==> src/rtl/occ_fifo_pkg.sv <==
package occ_fifo_pkg;

  // Counter step selected from the qualified enables
  typedef enum logic [1:0] {
    CNT_HOLD = 2'b00,
    CNT_UP   = 2'b01,
    CNT_DOWN = 2'b10
  } cnt_op_e;

  function automatic cnt_op_e step_of(input logic w_ok, input logic r_ok);
    cnt_op_e op;
    unique case ({w_ok, r_ok})
      2'b10:   op = CNT_UP;
      2'b01:   op = CNT_DOWN;
      default: op = CNT_HOLD;
    endcase
    return op;
  endfunction

endpackage

==> src/rtl/occ_qualify.sv <==
module occ_qualify
  import occ_fifo_pkg::*;
(
  input  logic    wr_req,
  input  logic    rd_req,
  input  logic    full,
  input  logic    empty,
  output logic    wr_acc,
  output logic    rd_acc,
  output cnt_op_e cnt_op
);

  // Refusal is decided from the registered flags within the request cycle
  always_comb begin
    wr_acc = wr_req & ~full;
    rd_acc = rd_req & ~empty;
    cnt_op = step_of(wr_acc, rd_acc);
  end

endmodule

==> src/rtl/occ_counter.sv <==
module occ_counter
  import occ_fifo_pkg::*;
#(
  parameter int DEPTH = 8,
  localparam int CNT_W = $clog2(DEPTH + 1)
) (
  input  logic             clk,
  input  logic             rst_n,
  input  cnt_op_e          cnt_op,
  output logic [CNT_W-1:0] level,
  output logic             full,
  output logic             empty
);

  localparam logic [CNT_W-1:0] LVL_MAX = CNT_W'(DEPTH);

  logic             cnt_en;
  logic [CNT_W-1:0] level_d;

  // Enable is off when both or neither side is accepted
  always_comb begin
    cnt_en  = (cnt_op != CNT_HOLD);
    level_d = level;
    if (cnt_op == CNT_UP)   level_d = level + 1'b1;
    if (cnt_op == CNT_DOWN) level_d = level - 1'b1;
  end

  always_ff @(posedge clk or negedge rst_n) begin
    if (!rst_n)      level <= '0;
    else if (cnt_en) level <= level_d;
  end

  always_comb begin
    full  = (level == LVL_MAX);
    empty = (level == '0);
  end

endmodule

==> src/rtl/occ_store.sv <==
module occ_store #(
  parameter int DATA_W = 8,
  parameter int DEPTH  = 8,
  localparam int PTR_W = (DEPTH > 1) ? $clog2(DEPTH) : 1
) (
  input  logic              clk,
  input  logic              rst_n,
  input  logic              wr_en,
  input  logic [DATA_W-1:0] wr_data,
  input  logic              rd_en,
  output logic [DATA_W-1:0] rd_data
);

  localparam logic [PTR_W-1:0] PTR_LAST = PTR_W'(DEPTH - 1);

  logic [PTR_W-1:0]  wptr, rptr, wptr_d, rptr_d;
  logic [DATA_W-1:0] slot [DEPTH];

  // Pointer advance, wrapping at the last slot for any depth
  always_comb begin
    wptr_d = (wptr == PTR_LAST) ? '0 : wptr + 1'b1;
    rptr_d = (rptr == PTR_LAST) ? '0 : rptr + 1'b1;
  end

  always_ff @(posedge clk or negedge rst_n) begin
    if (!rst_n) begin
      wptr <= '0;
      rptr <= '0;
    end else begin
      if (wr_en) wptr <= wptr_d;
      if (rd_en) rptr <= rptr_d;
    end
  end

  // One enabled register per slot
  for (genvar i = 0; i < DEPTH; i++) begin : g_slot
    logic slot_we;
    assign slot_we = wr_en && (wptr == PTR_W'(i));
    always_ff @(posedge clk) begin
      if (slot_we) slot[i] <= wr_data;
    end
  end

  always_ff @(posedge clk or negedge rst_n) begin
    if (!rst_n)     rd_data <= '0;
    else if (rd_en) rd_data <= slot[rptr];
  end

endmodule

==> src/rtl/occ_fifo.sv <==
module occ_fifo
  import occ_fifo_pkg::*;
#(
  parameter int DATA_W = 8,
  parameter int DEPTH  = 8
) (
  input  logic                       clk,
  input  logic                       rst_n,
  input  logic                       wr_req,
  input  logic [DATA_W-1:0]          wr_data,
  input  logic                       rd_req,
  output logic [DATA_W-1:0]          rd_data,
  output logic                       full,
  output logic                       empty,
  output logic                       wr_acc,
  output logic                       rd_acc,
  output logic [$clog2(DEPTH+1)-1:0] level
);

  cnt_op_e cnt_op;

  occ_qualify u_qual (
    .wr_req (wr_req),
    .rd_req (rd_req),
    .full   (full),
    .empty  (empty),
    .wr_acc (wr_acc),
    .rd_acc (rd_acc),
    .cnt_op (cnt_op)
  );

  occ_counter #(.DEPTH(DEPTH)) u_cnt (
    .clk    (clk),
    .rst_n  (rst_n),
    .cnt_op (cnt_op),
    .level  (level),
    .full   (full),
    .empty  (empty)
  );

  occ_store #(.DATA_W(DATA_W), .DEPTH(DEPTH)) u_store (
    .clk     (clk),
    .rst_n   (rst_n),
    .wr_en   (wr_acc),
    .wr_data (wr_data),
    .rd_en   (rd_acc),
    .rd_data (rd_data)
  );

endmodule

==> config.mk <==
export PLATFORM = sky130hd
export DESIGN_NAME = occ_fifo
export DESIGN_NICKNAME = d
export VERILOG_FILES = /design/src/rtl/occ_fifo_pkg.sv /design/src/rtl/occ_qualify.sv /design/src/rtl/occ_counter.sv /design/src/rtl/occ_store.sv /design/src/rtl/occ_fifo.sv
export SDC_FILE = /design/constraint.sdc
export NUM_CORES = 1
export LEC_CHECK = 0
export BUFFER_PORTS_ARGS = -buffer_cell sky130_fd_sc_hd__buf_2
export CORE_AREA = 2 2 103 105
export CTS_BUF_LIST = sky130_fd_sc_hd__clkbuf_8
export CTS_CLUSTER_DIAMETER = 40
export DETAILED_ROUTE_END_ITERATION = 12
export DIE_AREA = 0 0 105 107
export HOLD_SLACK_MARGIN = 0.1
export PLACE_DENSITY_LB_ADDON = 0.05
export SYNTH_ARGS = -nofsm -noshare
export SYNTH_HDL_FRONTEND = slang
export SYNTH_SLANG_ARGS = --single-unit
==> constraint.sdc <==
create_clock -name clk -period 3.5 [get_ports clk]
set_input_delay 1.05 -clock clk [delete_from_list [all_inputs] [get_ports clk]]
set_output_delay 1.05 -clock clk [all_outputs]
set_load 0.02 [all_outputs]
==> flow_summary.ini <==
[outcome]
status = complete, no violations

[drt]
vias_per_cell = 4.76
wl_mm = 7.03
ant_nets = 0
drtIter0Drc = 46
vias = 1853
wl_per_cell_um = 18.1
dr.pass1.iters = 6
drc = 0

[layout]
fin_util_pct = 38.6
nFillCells = 987
final_nets = 272
drive_above_1_share_pct = 25.3
antenna_cells = 0
syn_to_final_growth_pct = 12.3
final_cells = 389

[pwr]
pwr-share-seq_pct = 43.3
p_int_mw = 2.06
max-vdd-ir-drop_mv = 0.277
p_leak_nw = 1.49
powerDensity_nw_per_um2 = 827
combPwrFrac_pct = 35.7
switchingPower_mw = 1.17
p_sw_share_pct = 36.2
p_clk_share_pct = 21.0

[setup_path]
cp.buffers_inverters = 3
cp_slowest_cell = a21bo_2
cp_common_cell = buf_2
crit_family = buffers and inverters
critPathMaxFanout = 12
start_kind = input port
path_cells = buf_2 -> a21bo_2 -> inv_1 -> buf_2
cp_data_required_time_ps = 2450
reg2reg_slack_ps = 910
reg2reg_to = u_cnt.level[3]$_DFFE_PN0P_
end_kind = output port
arrival_ps = 1810
crit_type = input port to output port
reg2regPathDepth = 9
timing.rr.start = u_cnt.level[1]$_DFFE_PN0P_
max_stage_delay_ps = 240

[clock_network]
path_clk_slew_ps = 80
clk_latency_ps = 350
cts_max_level = 3
hold_buffers = 0
clockBufferDepth = 2
cts.sinks = 82
cts-resized-gates = 0
post_cts_buffers = 0
cts_tree = built
cts_made_buffers = 9
cts-root-buf = clkbuf_8

[timing]
relSlewSlack_pct = 46.4
fin_skew_ps = 14.4
hold_viol_final = 0
grt_setup_unrepaired = false
setup-tns-final_ps = 0
tightestPinTransition_ps = 800
max_freq_ghz = 0.349
finalCritPeriodShare_pct = 81.9
worst_slack_ps = 635
whs_ps = 489
fin_crit_ps = 2860
setup_violations = 0
slew_viol_final = 0

[floorplanning]
coreArea_um2 = 10100
start_util_pct = 34.4
die_height_um = 107
die-area_um2 = 11200
std_cell_rows = 37
ioPinCount = 28
die_w_um = 105

[synth]
yosysTopAreaCell = edfxtp_1
synth_area_um2 = 3470
yosysSeqAreaShare_pct = 68.3
yosysTopAreaCellShare_pct = 55.4
synthArstFlopShare_pct = 22.0
yosysWarningCount = 0
syn_inst = 218
yosysMostFrequentCell = edfxtp_1
ys_top_cells_by_count = edfxtp_1 (64), dfrtp_1 (18), mux2_2 (17), mux2i_1 (16), nand2_1 (12)
syn-num-nets = 242
yosysUniqueCellTypes = 39
ys_ff_latch = 82
synthTopCellsByArea = edfxtp_1 (55%), dfrtp_1 (13%), mux2_2 (5.5%)
synth_flop_cell = edfxtp_1
synth_area_per_cell_um2 = 15.9
synth-edff-count = 64

[placed_design]
dp.final_hpwl_mm = 4.39
dp.cells = 373
pre_cts_slack_ps = 505
routabilityCongestion = 0.749
io_buffers = 27

[min_path]
worstHoldStart = u_store.rd_data[2]$_DFFE_PN0P_
hold-path-cell-count = 2
holdPathEnd = u_store.rd_data[2]$_DFFE_PN0P_
hold_class = register to register

[global_routing]
track_usage_pct = 13.2
grt_overflow = 0
grt_max_degree = 33
grt_pass1_wl_mm = 10.7
antenna_found_initial = 0
grt_pass1_vias = 1800

[flow_run]
cap_violations = 0
## stage by stage
| step | instance area [um2] | power [mW] |
|---|---|---|
| after floorplan | 3470 | 2.28 |
| after detailed placement | 3700 | 2.60 |
| final | 3900 | 3.22 |
| after global placement | 3700 | 2.59 |
| after global routing | 3900 | 3.44 |
| after CTS | 3900 | 3.29 |
## cells in the final DEF (no fill, tap or decap), types with 2 or more instances in the layout
cell / instances
o21ai_0: 5
nor3_1: 2
inv_1: 10
mux2i_1: 16
nand2_1: 12
buf_4: 2
mux2_2: 17
o22ai_1: 8
buf_2: 27
edfxtp_1: 64
ha_1: 11
o21ai_1: 8
a221o_1: 8
dfrtp_1: 18
and2_1: 3
clkbuf_8: 9
and3_1: 6
a21o_1: 2
nand2b_1: 2
## cell type report
cell class                      count  area [um2]  share of cell area, %
Clock inverter                      7        70.1                   1.80
Timing Repair Buffer               29         150                   3.85
Multi-Input combinational cell    117         977                   25.1
Tap cell                          136         170                   4.37
Inverter                            9        33.8                  0.867
Clock buffer                        9         124                   3.18
Sequential cell                    82        2370                   60.9
## layer usage
metal	vias up	routed length, um	GRT usage (%)
met3	11	140	2.25
met2	25	3220	19.4
met5	-	0	0
met4	0	132	7.62
met1	917	3540	18.4
li1	900	-	-
## how the worst max path moves through the flow
stage | start | endpoint | cells after the start
2_1_floorplan | u_cnt.level[1]$_DFFE_PN0P_ | u_cnt.level[3]$_DFFE_PN0P_ | 10
4_1_cts | wr_req | wr_acc | 4
5_1_grt | wr_req | wr_acc | 4
6_report | wr_req | wr_acc | 4
3_3_place_gp | wr_req | u_cnt.level[3]$_DFFE_PN0P_ | 8
3_5_place_dp | wr_req | u_cnt.level[3]$_DFFE_PN0P_ | 8
## power by group through the flow
stage | Clock, mW | Combinational [mW] | Sequential, mW
5_1_grt | 0.739 | 1.27 | 1.42
6_report | 0.677 | 1.15 | 1.40
3_3_place_gp | 0 | 1.18 | 1.41
4_1_cts | 0.705 | 1.18 | 1.40
3_5_place_dp | 0 | 1.18 | 1.42
2_1_floorplan | 0 | 0.806 | 1.47
## flip-flops by register name, summed over array words and instances, names as in the netlist
| register | cells |
|---|---|
| u_cnt.level | 4 |
| u_store.rd_data | 8 |
| u_store.rptr | 3 |
| u_store.slot | 64 |
| u_store.wptr | 3 |
## logic make-up (layout without fill, tap and decap cells)
logic type | after synthesis | after routing | synth area share [%]
flip-flops | 82 | 82 | 68.3
AO/OA/AOI/OAI | 36 | 36 | 7.46
multiplexers | 34 | 34 | 10.5
AND/OR/NAND/NOR | 33 | 33 | 5.19
buffers and inverters | 19 | 54 | 3.53
adder cells (fa/ha/maj) | 12 | 12 | 4.54
XOR/XNOR | 2 | 2 | 0.505
## worst register-to-register path, cell delays in order (launching register included)
cell and delay, ps:
dfrtp_1 470, nor4_2 310, nand2b_1 160, inv_1 60, ha_1 230, ha_1 280
a21o_1 210, a2111oi_2 350, a41oi_1 80, a311o_1 320
Note: power is estimated with default switching activity, not from simulation.
